`config.mk`:
```
export PLATFORM = sky130hd
export DESIGN_NAME = mac_unit
export DESIGN_NICKNAME = d
export VERILOG_FILES = /design/src/rtl/mac_pkg.sv /design/src/rtl/mac_ctrl.sv /design/src/rtl/mac_datapath.sv /design/src/rtl/mac_unit.sv
export SDC_FILE = /design/constraint.sdc
export NUM_CORES = 2
export LEC_CHECK = 0
export BUFFER_PORTS_ARGS = -buffer_cell sky130_fd_sc_hd__buf_2
export CAP_MARGIN = 20
export CORE_UTILIZATION = 55
export DETAILED_ROUTE_END_ITERATION = 7
export HOLD_SLACK_MARGIN = 0.15
export PLACE_DENSITY = 0.68
export SLEW_MARGIN = 20
export SYNTH_ARGS = -nofsm -noshare
export SYNTH_HDL_FRONTEND = slang
export SYNTH_SLANG_ARGS = --single-unit
```
`constraint.sdc`:
```
create_clock -name clk -period 9.36 [get_ports clk]
set_input_delay 1.872 -clock clk [delete_from_list [all_inputs] [get_ports clk]]
set_output_delay 1.872 -clock clk [all_outputs]
set_load 0.1 [all_outputs]
```
`src/rtl/mac_pkg.sv`:
```
package mac_pkg;
  localparam int OP_W  = 32;
  localparam int ACC_W = 48;

  typedef enum logic [1:0] {
    OP_LOAD = 2'b00,
    OP_ADD  = 2'b01,
    OP_SUB  = 2'b10,
    OP_HOLD = 2'b11
  } macOp_e;

  typedef enum logic [1:0] {
    FMT_SINT  = 2'b00,
    FMT_UINT  = 2'b01,
    FMT_FRAC  = 2'b10,
    FMT_FRAC2 = 2'b11
  } macFmt_e;

  typedef struct packed {
    logic   valid;
    macOp_e op;
    logic   isUnsigned;
    logic   isFrac;
    logic   wide;
    logic   sat;
  } ctrlStage_t;

  typedef struct packed {
    logic extUnsigned;
    logic extWide;
    logic fracShift;
    logic accLoad;
    logic accAdd;
    logic accSub;
    logic accUnsigned;
    logic accSat;
    logic accWr;
  } macStrobe_t;
endpackage

```
`src/rtl/mac_ctrl.sv`:
```
module mac_ctrl
  import mac_pkg::*;
#(
  parameter int STAGES = 3
) (
  input  logic       clk,
  input  logic       rstN,
  input  logic       opValid,
  input  logic [1:0] opCode,
  input  logic [1:0] opFmt,
  input  logic       opWide,
  input  logic       satEn,
  input  logic       accWrEn,
  output macStrobe_t strobe
);
  localparam int LAST = STAGES - 1;

  ctrlStage_t stg [STAGES];
  ctrlStage_t inStage;

  always_comb begin
    inStage.valid      = opValid;
    inStage.op         = macOp_e'(opCode);
    inStage.isUnsigned = (opFmt == FMT_UINT);
    inStage.isFrac     = opFmt[1];
    inStage.wide       = opWide;
    inStage.sat        = satEn;
  end

  always_ff @(posedge clk) begin
    if (!rstN) begin
      for (int i = 0; i < STAGES; i++) stg[i] <= '0;
    end else begin
      stg[0] <= inStage;
      for (int i = 1; i < STAGES; i++) stg[i] <= stg[i-1];
    end
  end

  always_comb begin
    strobe.extUnsigned = stg[0].isUnsigned;
    strobe.extWide     = stg[0].wide;
    strobe.fracShift   = stg[1].isFrac;
    strobe.accLoad     = stg[LAST].valid && (stg[LAST].op == OP_LOAD);
    strobe.accAdd      = stg[LAST].valid && (stg[LAST].op == OP_ADD);
    strobe.accSub      = stg[LAST].valid && (stg[LAST].op == OP_SUB);
    strobe.accUnsigned = stg[LAST].isUnsigned;
    strobe.accSat      = stg[LAST].sat;
    strobe.accWr       = accWrEn;
  end

  // at most one accumulator action per cycle
  assert_strobe_onehot_R7: assert property (@(posedge clk) disable iff (!rstN)
    $onehot0({strobe.accLoad, strobe.accAdd, strobe.accSub}));

  // each stage holds a valid op only if the stage before held one a cycle earlier
  assert_stage_advance_R2: assert property (@(posedge clk) disable iff (!rstN)
    stg[1].valid |-> $past(stg[0].valid));

  assert_issue_enters_R2: assert property (@(posedge clk) disable iff (!rstN)
    opValid |=> stg[0].valid);
endmodule

```
`src/rtl/mac_datapath.sv`:
```
module mac_datapath
  import mac_pkg::*;
#(
  parameter int OPW  = OP_W,
  parameter int ACCW = ACC_W
) (
  input  logic              clk,
  input  logic              rstN,
  input  logic [OPW-1:0]    opA,
  input  logic [OPW-1:0]    opB,
  input  logic [ACCW-1:0]   accWrData,
  input  macStrobe_t        strobe,
  output logic [ACCW-1:0]   accOut,
  output logic              ovfFlag
);
  localparam int HALFW = OPW / 2;
  localparam int EXTW  = OPW + 1;
  localparam int FULLW = 2 * EXTW;
  localparam int PRODW = 2 * OPW;
  localparam logic [ACCW-1:0] SMAX = {1'b0, {(ACCW-1){1'b1}}};
  localparam logic [ACCW-1:0] SMIN = {1'b1, {(ACCW-1){1'b0}}};

  logic [OPW-1:0]   s1A, s1B;
  logic [PRODW-1:0] s2Prod;
  logic [ACCW-1:0]  s3Add;
  logic [ACCW-1:0]  accReg;
  logic             ovfReg;

  // stage 1: operand capture
  always_ff @(posedge clk) begin
    if (!rstN) begin
      s1A <= '0;
      s1B <= '0;
    end else begin
      s1A <= opA;
      s1B <= opB;
    end
  end

  // stage 2: operand extension and multiply
  logic [EXTW-1:0]         extA, extB;
  logic signed [FULLW-1:0] prodFull;

  function automatic logic [EXTW-1:0] extendOp(input logic [OPW-1:0] v,
                                               input logic wide,
                                               input logic uns);
    logic [EXTW-1:0] r;
    if (wide) r = {(uns ? 1'b0 : v[OPW-1]), v};
    else      r = {{(EXTW-HALFW){uns ? 1'b0 : v[HALFW-1]}}, v[HALFW-1:0]};
    return r;
  endfunction

  always_comb begin
    extA     = extendOp(s1A, strobe.extWide, strobe.extUnsigned);
    extB     = extendOp(s1B, strobe.extWide, strobe.extUnsigned);
    prodFull = $signed(extA) * $signed(extB);
  end

  always_ff @(posedge clk) begin
    if (!rstN) s2Prod <= '0;
    else       s2Prod <= prodFull[PRODW-1:0];
  end

  // stage 3: fractional alignment
  logic [PRODW-1:0] aligned;
  always_comb aligned = strobe.fracShift ? {s2Prod[PRODW-2:0], 1'b0} : s2Prod;

  always_ff @(posedge clk) begin
    if (!rstN) s3Add <= '0;
    else       s3Add <= aligned[ACCW-1:0];
  end

  // stage 4: accumulate
  logic [ACCW:0]   accExt, addExt, sumExt;
  logic            sumOvf;
  logic [ACCW-1:0] clampVal, accNext;

  always_comb begin
    accExt = strobe.accUnsigned ? {1'b0, accReg} : {accReg[ACCW-1], accReg};
    addExt = strobe.accUnsigned ? {1'b0, s3Add}  : {s3Add[ACCW-1], s3Add};
    sumExt = strobe.accSub ? (accExt - addExt) : (accExt + addExt);
    if (strobe.accUnsigned) sumOvf = sumExt[ACCW];
    else                    sumOvf = sumExt[ACCW] ^ sumExt[ACCW-1];
    if (strobe.accUnsigned) clampVal = strobe.accSub ? '0 : '1;
    else                    clampVal = sumExt[ACCW] ? SMIN : SMAX;
    accNext = (sumOvf && strobe.accSat) ? clampVal : sumExt[ACCW-1:0];
  end

  always_ff @(posedge clk) begin
    if (!rstN) begin
      accReg <= '0;
      ovfReg <= 1'b0;
    end else if (strobe.accWr) begin
      accReg <= accWrData;
      ovfReg <= 1'b0;
    end else if (strobe.accLoad) begin
      accReg <= s3Add;
    end else if (strobe.accAdd || strobe.accSub) begin
      accReg <= accNext;
      ovfReg <= ovfReg | sumOvf;
    end
  end

  assign accOut  = accReg;
  assign ovfFlag = ovfReg;

  // a register write lands on the next edge and clears the flag
  assert_wr_loads_R10: assert property (@(posedge clk) disable iff (!rstN)
    strobe.accWr |=> (accReg == $past(accWrData)) && !ovfReg);

  // flag only falls through a register write
  assert_flag_sticky_R8: assert property (@(posedge clk) disable iff (!rstN)
    $fell(ovfReg) |-> $past(strobe.accWr));

  // a load never changes the flag
  assert_load_keeps_flag_R8: assert property (@(posedge clk) disable iff (!rstN)
    (strobe.accLoad && !strobe.accWr) |=> $stable(ovfReg));

  // without any action the accumulator holds
  assert_idle_stable_R7: assert property (@(posedge clk) disable iff (!rstN)
    !(strobe.accWr || strobe.accLoad || strobe.accAdd || strobe.accSub) |=> $stable(accReg));
endmodule

```
`src/rtl/mac_unit.sv`:
```
module mac_unit
  import mac_pkg::*;
#(
  parameter int OPW  = OP_W,
  parameter int ACCW = ACC_W
) (
  input  logic            clk,
  input  logic            rstN,
  input  logic            opValid,
  input  logic [1:0]      opCode,
  input  logic [1:0]      opFmt,
  input  logic            opWide,
  input  logic            satEn,
  input  logic [OPW-1:0]  opA,
  input  logic [OPW-1:0]  opB,
  input  logic            accWrEn,
  input  logic [ACCW-1:0] accWrData,
  output logic [ACCW-1:0] accOut,
  output logic            ovfFlag
);
  macStrobe_t strobe;

  mac_ctrl #(.STAGES(3)) ctrl_i (
    .clk     (clk),
    .rstN    (rstN),
    .opValid (opValid),
    .opCode  (opCode),
    .opFmt   (opFmt),
    .opWide  (opWide),
    .satEn   (satEn),
    .accWrEn (accWrEn),
    .strobe  (strobe)
  );

  mac_datapath #(.OPW(OPW), .ACCW(ACCW)) dp_i (
    .clk       (clk),
    .rstN      (rstN),
    .opA       (opA),
    .opB       (opB),
    .accWrData (accWrData),
    .strobe    (strobe),
    .accOut    (accOut),
    .ovfFlag   (ovfFlag)
  );
endmodule

```
Yosys cells after proc, flatten, opt, wreduce, memory -nomap -nowiden. Memory sizes are Yosys's and may differ from the RTL's. Cells that the tools add are included.

$add $sub $neg: 2. Multipliers: 1. Divide/modulo/power cells: 0. Magnitude comparators: 0. Equality and inequality tests: 3. Shift-type cells: 0. Mux-type cells: 23. Bitwise gates (word level): 7. Reductions and logical operators: 10.

Operators by type and width (count): 2-to-1 mux 48 bit (8); 2-to-1 mux 49 bit (3); 2-to-1 mux 33 bit (2); adder 49 bit (1); subtractor 49 bit (1); multiplier 33 x 33 -> 48 bit (1); 2-to-1 mux 7 bit (3); 2-to-1 mux 1 bit (7); equality test 2 x 1 -> 1 bit (second input constant) (2); logical AND 1 bit (4); OR 1 bit (4); OR reduction 2 bit (2); nonzero test 3 bit (1); equality test 2 bit (second input constant) (1); logical NOT 2 bit (1); inverter 1 bit (2); AND reduction 2 bit (1); logical OR 1 bit (1); bitwise XOR 1 bit (1).

Bits in registers: 209. Latch bits: 0. RAM bits: 21. Bits in read-only memories: 0. Bits of input ports: 122. Memories kept: 1.

Memory list: ctrl_i.stg (words 3, width 7, read ports 3, clocked after memory_dff 0, write ports 3, RTL line mac_ctrl.sv:18) `ctrlStage_t stg [STAGES];`.

Depth between registers and ports, before layout. An unclocked memory read counts as a cell.

Word-level depth: 11. Mapped depth: 33. Depth with buffers taken out: 31.

By module. A second synthesis with hierarchy kept.

Cell total of the unflattened synthesis: 4837. Area total of the unflattened synthesis: 42416.9 sq um.

Modules (own cells, without submodules): mac_datapath (times used 1, cells an instance 4791, area an instance 41842.6 sq um); mac_ctrl (times used 1, cells an instance 46, area an instance 574.3 sq um).

Least setup slack after synthesis. No wires, ideal clock.

Kind: register to register. Start: mem ctrl_i.stg[0][1] (netlist name). End: reg dp_i.s2Prod[45]. Arrival time: 8006 ps. Required time: 9245 ps. Setup slack: 1239 ps. Stages on the path, launching flop included: 31. Buffers on the path: 5. Cell sequence: dfxtp_1 > clkbuf_1 > clkbuf_1 > buf_1 > a21oi_1 > clkbuf_1 > and2_1 > fa_1 > inv_1 > fa_1 > inv_1 > fa_1 > fa_1 > inv_1 > fa_1 > inv_1 > fa_1 > fa_1 > fa_1 > ha_1 > clkbuf_1 > nand4_1 > or3_1 > a211oi_1 > a21oi_1 > a311oi_1 > o31ai_1 > a31oi_1 > a21oi_1 > xnor2_1 > and2_1.

RTL lines: start, declared (RTL line mac_ctrl.sv:18); end signal, assigned (RTL line mac_datapath.sv:61) `else s2Prod <= prodFull[PRODW-1:0];`; end, declared (RTL line mac_datapath.sv:24) `logic [PRODW-1:0] s2Prod;`.

==> flow_summary.ini <==
[run_status]
status = completed

[synth]
synth_warnings = 0
synth_edf_count = 0
postSynthCellCount = 4782
yosysSeqAreaShare_pct = 10.9
avgSynthCellArea_um2 = 8.75
synth-main-ff-cell = dfxtp_1
yosysUniqueCellTypes = 80
syn_area_mm2 = 0.0418
syn-num-nets = 5991
synthArstFlopShare_pct = 0
ys_seq_elements = 227

[setup_path]
crit_fanout = 19
cp-start-kind = flip-flop
cp-end-kind = flip-flop
cp_slowest_cell = o31ai_1
critical_path.max_stage_delay_ps = 620
crit_arrival_ps = 9250
cp_common_cell = fa_1
cp.required_ps = 9840
crit_type = reg2reg

[power_and_ir_drop]
power_mw = 18.1
power_frac_comb_pct = 85.8
clkPwrFrac_pct = 6.4
power_switching_mw = 9.84
peakVddDrop_mv = 0.932
leakagePower_nw = 21.8
pwr_density_cell_mw_per_mm2 = 405
p_int_mw = 8.30
seq_power_share_pct = 7.8
p_sw_share_pct = 54.2

[detailed_routing]
drt_wl_total_mm = 123
vias = 32574
drt_iter0_drc = 2408
vias_per_cell = 5.60
ant_nets = 0
avgRoutedWirePerCell_um = 21.1
firstDrtPassIters = 5
drc = 0

[floorplan]
fp.dieH_um = 278
row_count = 100
die_width_um = 278
initial_utilization_pct = 55.9
core-area_mm2 = 0.0748
die_area_mm2 = 0.0772
ios = 171

[sta]
rsz0062_at_grt = no
final-setup-viol-count = 0
slew_violations = 0
worst_pin_slew_ps = 1070
layout_min_cycle_time_ps = 8770
clock_skew_ps = 59.2
finalCritPeriodShare_pct = 93.7
fin_setup_tns_ps = 0
fmax_ghz = 0.114
fin_hold_ws_ps = 430
hold_viol = 0
maxSlewHeadroom_pct = 29.0

[clocking]
cts_sinks = 227
clock_path_buffers = 3
clk_latency_ps = 620
cts_buffers = 28
clk_pin_slew_ps = 60
tritoncts = built
htree_levels = 1
root_buffer = clkbuf_16
cts_setup_buffers = 0

[grt]
grt_max_degree = 77
grt_pass1_vias = 34126
overflow = 0
grt_pass1_wl_mm = 194
antenna_found_initial = 2
gr-usage-all-layers_pct = 32.8

[final_layout]
diodes = 0
final_cells = 5821
syn_to_final_growth_pct = 7.13
final_cell_mix = 958 x inv_1, 858 x fa_1, 642 x nand2_1, 476 x and2_1, 229 x ha_1
mostFrequentLayoutCell = inv_1
fill_cells = 6703
fin_nets = 6040
final_area_mm2 = 0.0448
drive_gt1_share_pct = 8.08

[placed_design]
gp_congestion = 0.969
post_dp_cell_area_mm2 = 0.0438
placed_cells = 5770
place_hpwl_mm = 99.4
port-buffer-count = 170

[run]
maxCapViolations = 0

[min_path]
worstHoldPathType = reg2reg
[sequential cells by signal (all words and copies together), names as in the netlist]
register	flops
dp_i.accOut	48
ctrl_i.stg	18
dp_i.s3Add	48
dp_i.s2Prod	48
dp_i.s1A	32
dp_i.ovfFlag	1
dp_i.s1B	32
[worst max-delay path, delay by kind of cell, from the launching register on]
kind / cells / cell delay (ps)
xor+xnor: 1 / 160
simple gates: 3 / 330
fa+ha+maj: 9 / 4430
buf+inv: 6 / 820
compound gates: 6 / 2260
flops: 1 / 600
[cell usage after synthesis, types with 4 or more instances]
| master | instances | area share [%] |
|---|---|---|
| inv_1 | 958 | 8.6 |
| fa_1 | 858 | 41 |
| nand2_1 | 642 | 5.8 |
| and2_1 | 476 | 7.1 |
| clkbuf_1 | 242 | 2.2 |
| ha_1 | 229 | 6.8 |
| dfxtp_1 | 227 | 11 |
| nor2_1 | 218 | 2.0 |
| a21oi_1 | 174 | 2.1 |
| xnor2_1 | 108 | 2.3 |
| o21ai_0 | 86 | 1.0 |
| xor2_1 | 59 | 1.2 |
| mux2i_1 | 48 | 1.1 |
| a21o_1 | 41 | 0.74 |
| nor3_1 | 36 | 0.43 |
| a31oi_1 | 29 | 0.43 |
| o211ai_1 | 29 | 0.52 |
| a22oi_1 | 28 | 0.50 |
| and3_1 | 21 | 0.31 |
| o21bai_1 | 20 | 0.36 |
| o22ai_1 | 18 | 0.27 |
| a211oi_1 | 17 | 0.30 |
| nand3_1 | 17 | 0.20 |
| nand4_1 | 15 | 0.22 |
| o21a_1 | 15 | 0.27 |
| or2_2 | 14 | 0.21 |
| or4_1 | 12 | 0.22 |
| o31ai_1 | 11 | 0.20 |
| nor2b_1 | 10 | 0.15 |
| or3_1 | 10 | 0.15 |
| nand2b_1 | 8 | 0.12 |
| o31a_1 | 7 | 0.15 |
| o41ai_1 | 7 | 0.15 |
| nor4_1 | 6 | 0.090 |
| a22o_1 | 5 | 0.10 |
| buf_1 | 5 | 0.045 |
| buf_2 | 5 | 0.060 |
| buf_4 | 4 | 0.072 |
| o21ai_1 | 4 | 0.048 |
[area by class of cell]
class	count	area, um2	share of cell area (%)
Multi-Input combinational cell	3339	32800	73.2
Sequential cell	227	4550	10.2
Inverter	959	3600	8.03
Timing Repair Buffer	276	1670	3.72
Tap cell	969	1210	2.70
Clock buffer	36	781	1.74
Clock inverter	15	199	0.444
[metrics by stage]
step | setup WS [ps] | utilization (%)
3_5_place_dp | 491 | 58.6
2_1_floorplan | 1240 | -
3_3_place_gp | 648 | 58.6
5_1_grt | 105 | 59.9
4_1_cts | 446 | 59.9
6_report | 585 | 59.9
[power by group through the flow]
stage	combinational, mW	clock, mW	sequential (mW)
finish	15.6	1.16	1.42
global route	17.4	1.23	1.44
CTS	15.4	1.19	1.42
detailed placement	15.3	0	1.44
global placement	15.1	0	1.44
floorplan	11.2	0	1.55
[final timing paths]
path,startpoint,end,slack [ps],depth (start not counted)
worst max-delay path,ctrl_i.stg[0][1],dp_i.s2Prod[41],590,25
worst min-delay path,ctrl_i.stg[0][6],ctrl_i.stg[0][13],430,1
worst max register to register,ctrl_i.stg[0][1],dp_i.s2Prod[41],590,25
worst min register to register,ctrl_i.stg[0][6],ctrl_i.stg[0][13],430,1
[cell families after synthesis]
| kind of cell | synth area share, % |
|---|---|
| AND/OR/NAND/NOR | 17.5 |
| AO/OA/AOI/OAI | 8.04 |
| adder cells (fa/ha/maj) | 47.9 |
| multiplexers | 1.15 |
| flip-flops | 10.9 |
| buffers and inverters | 11.0 |
| XOR/XNOR | 3.60 |
[timing repair]
item                                    in CTS  in global routing
resized for setup                            0                  2
hold buffers                                 0                  0
endpoints found under the setup margin       0                  3
[routing by layer]
metal	global-route usage, %	vias to the layer above	part of all wire (%)
met5	0	-	0
met4	20.3	0	7.3
met3	3.10	335	5.5
met2	56.9	1159	50
met1	39.4	16533	37
li1	-	14547	-
Note: power is estimated with default switching activity, not from simulation.
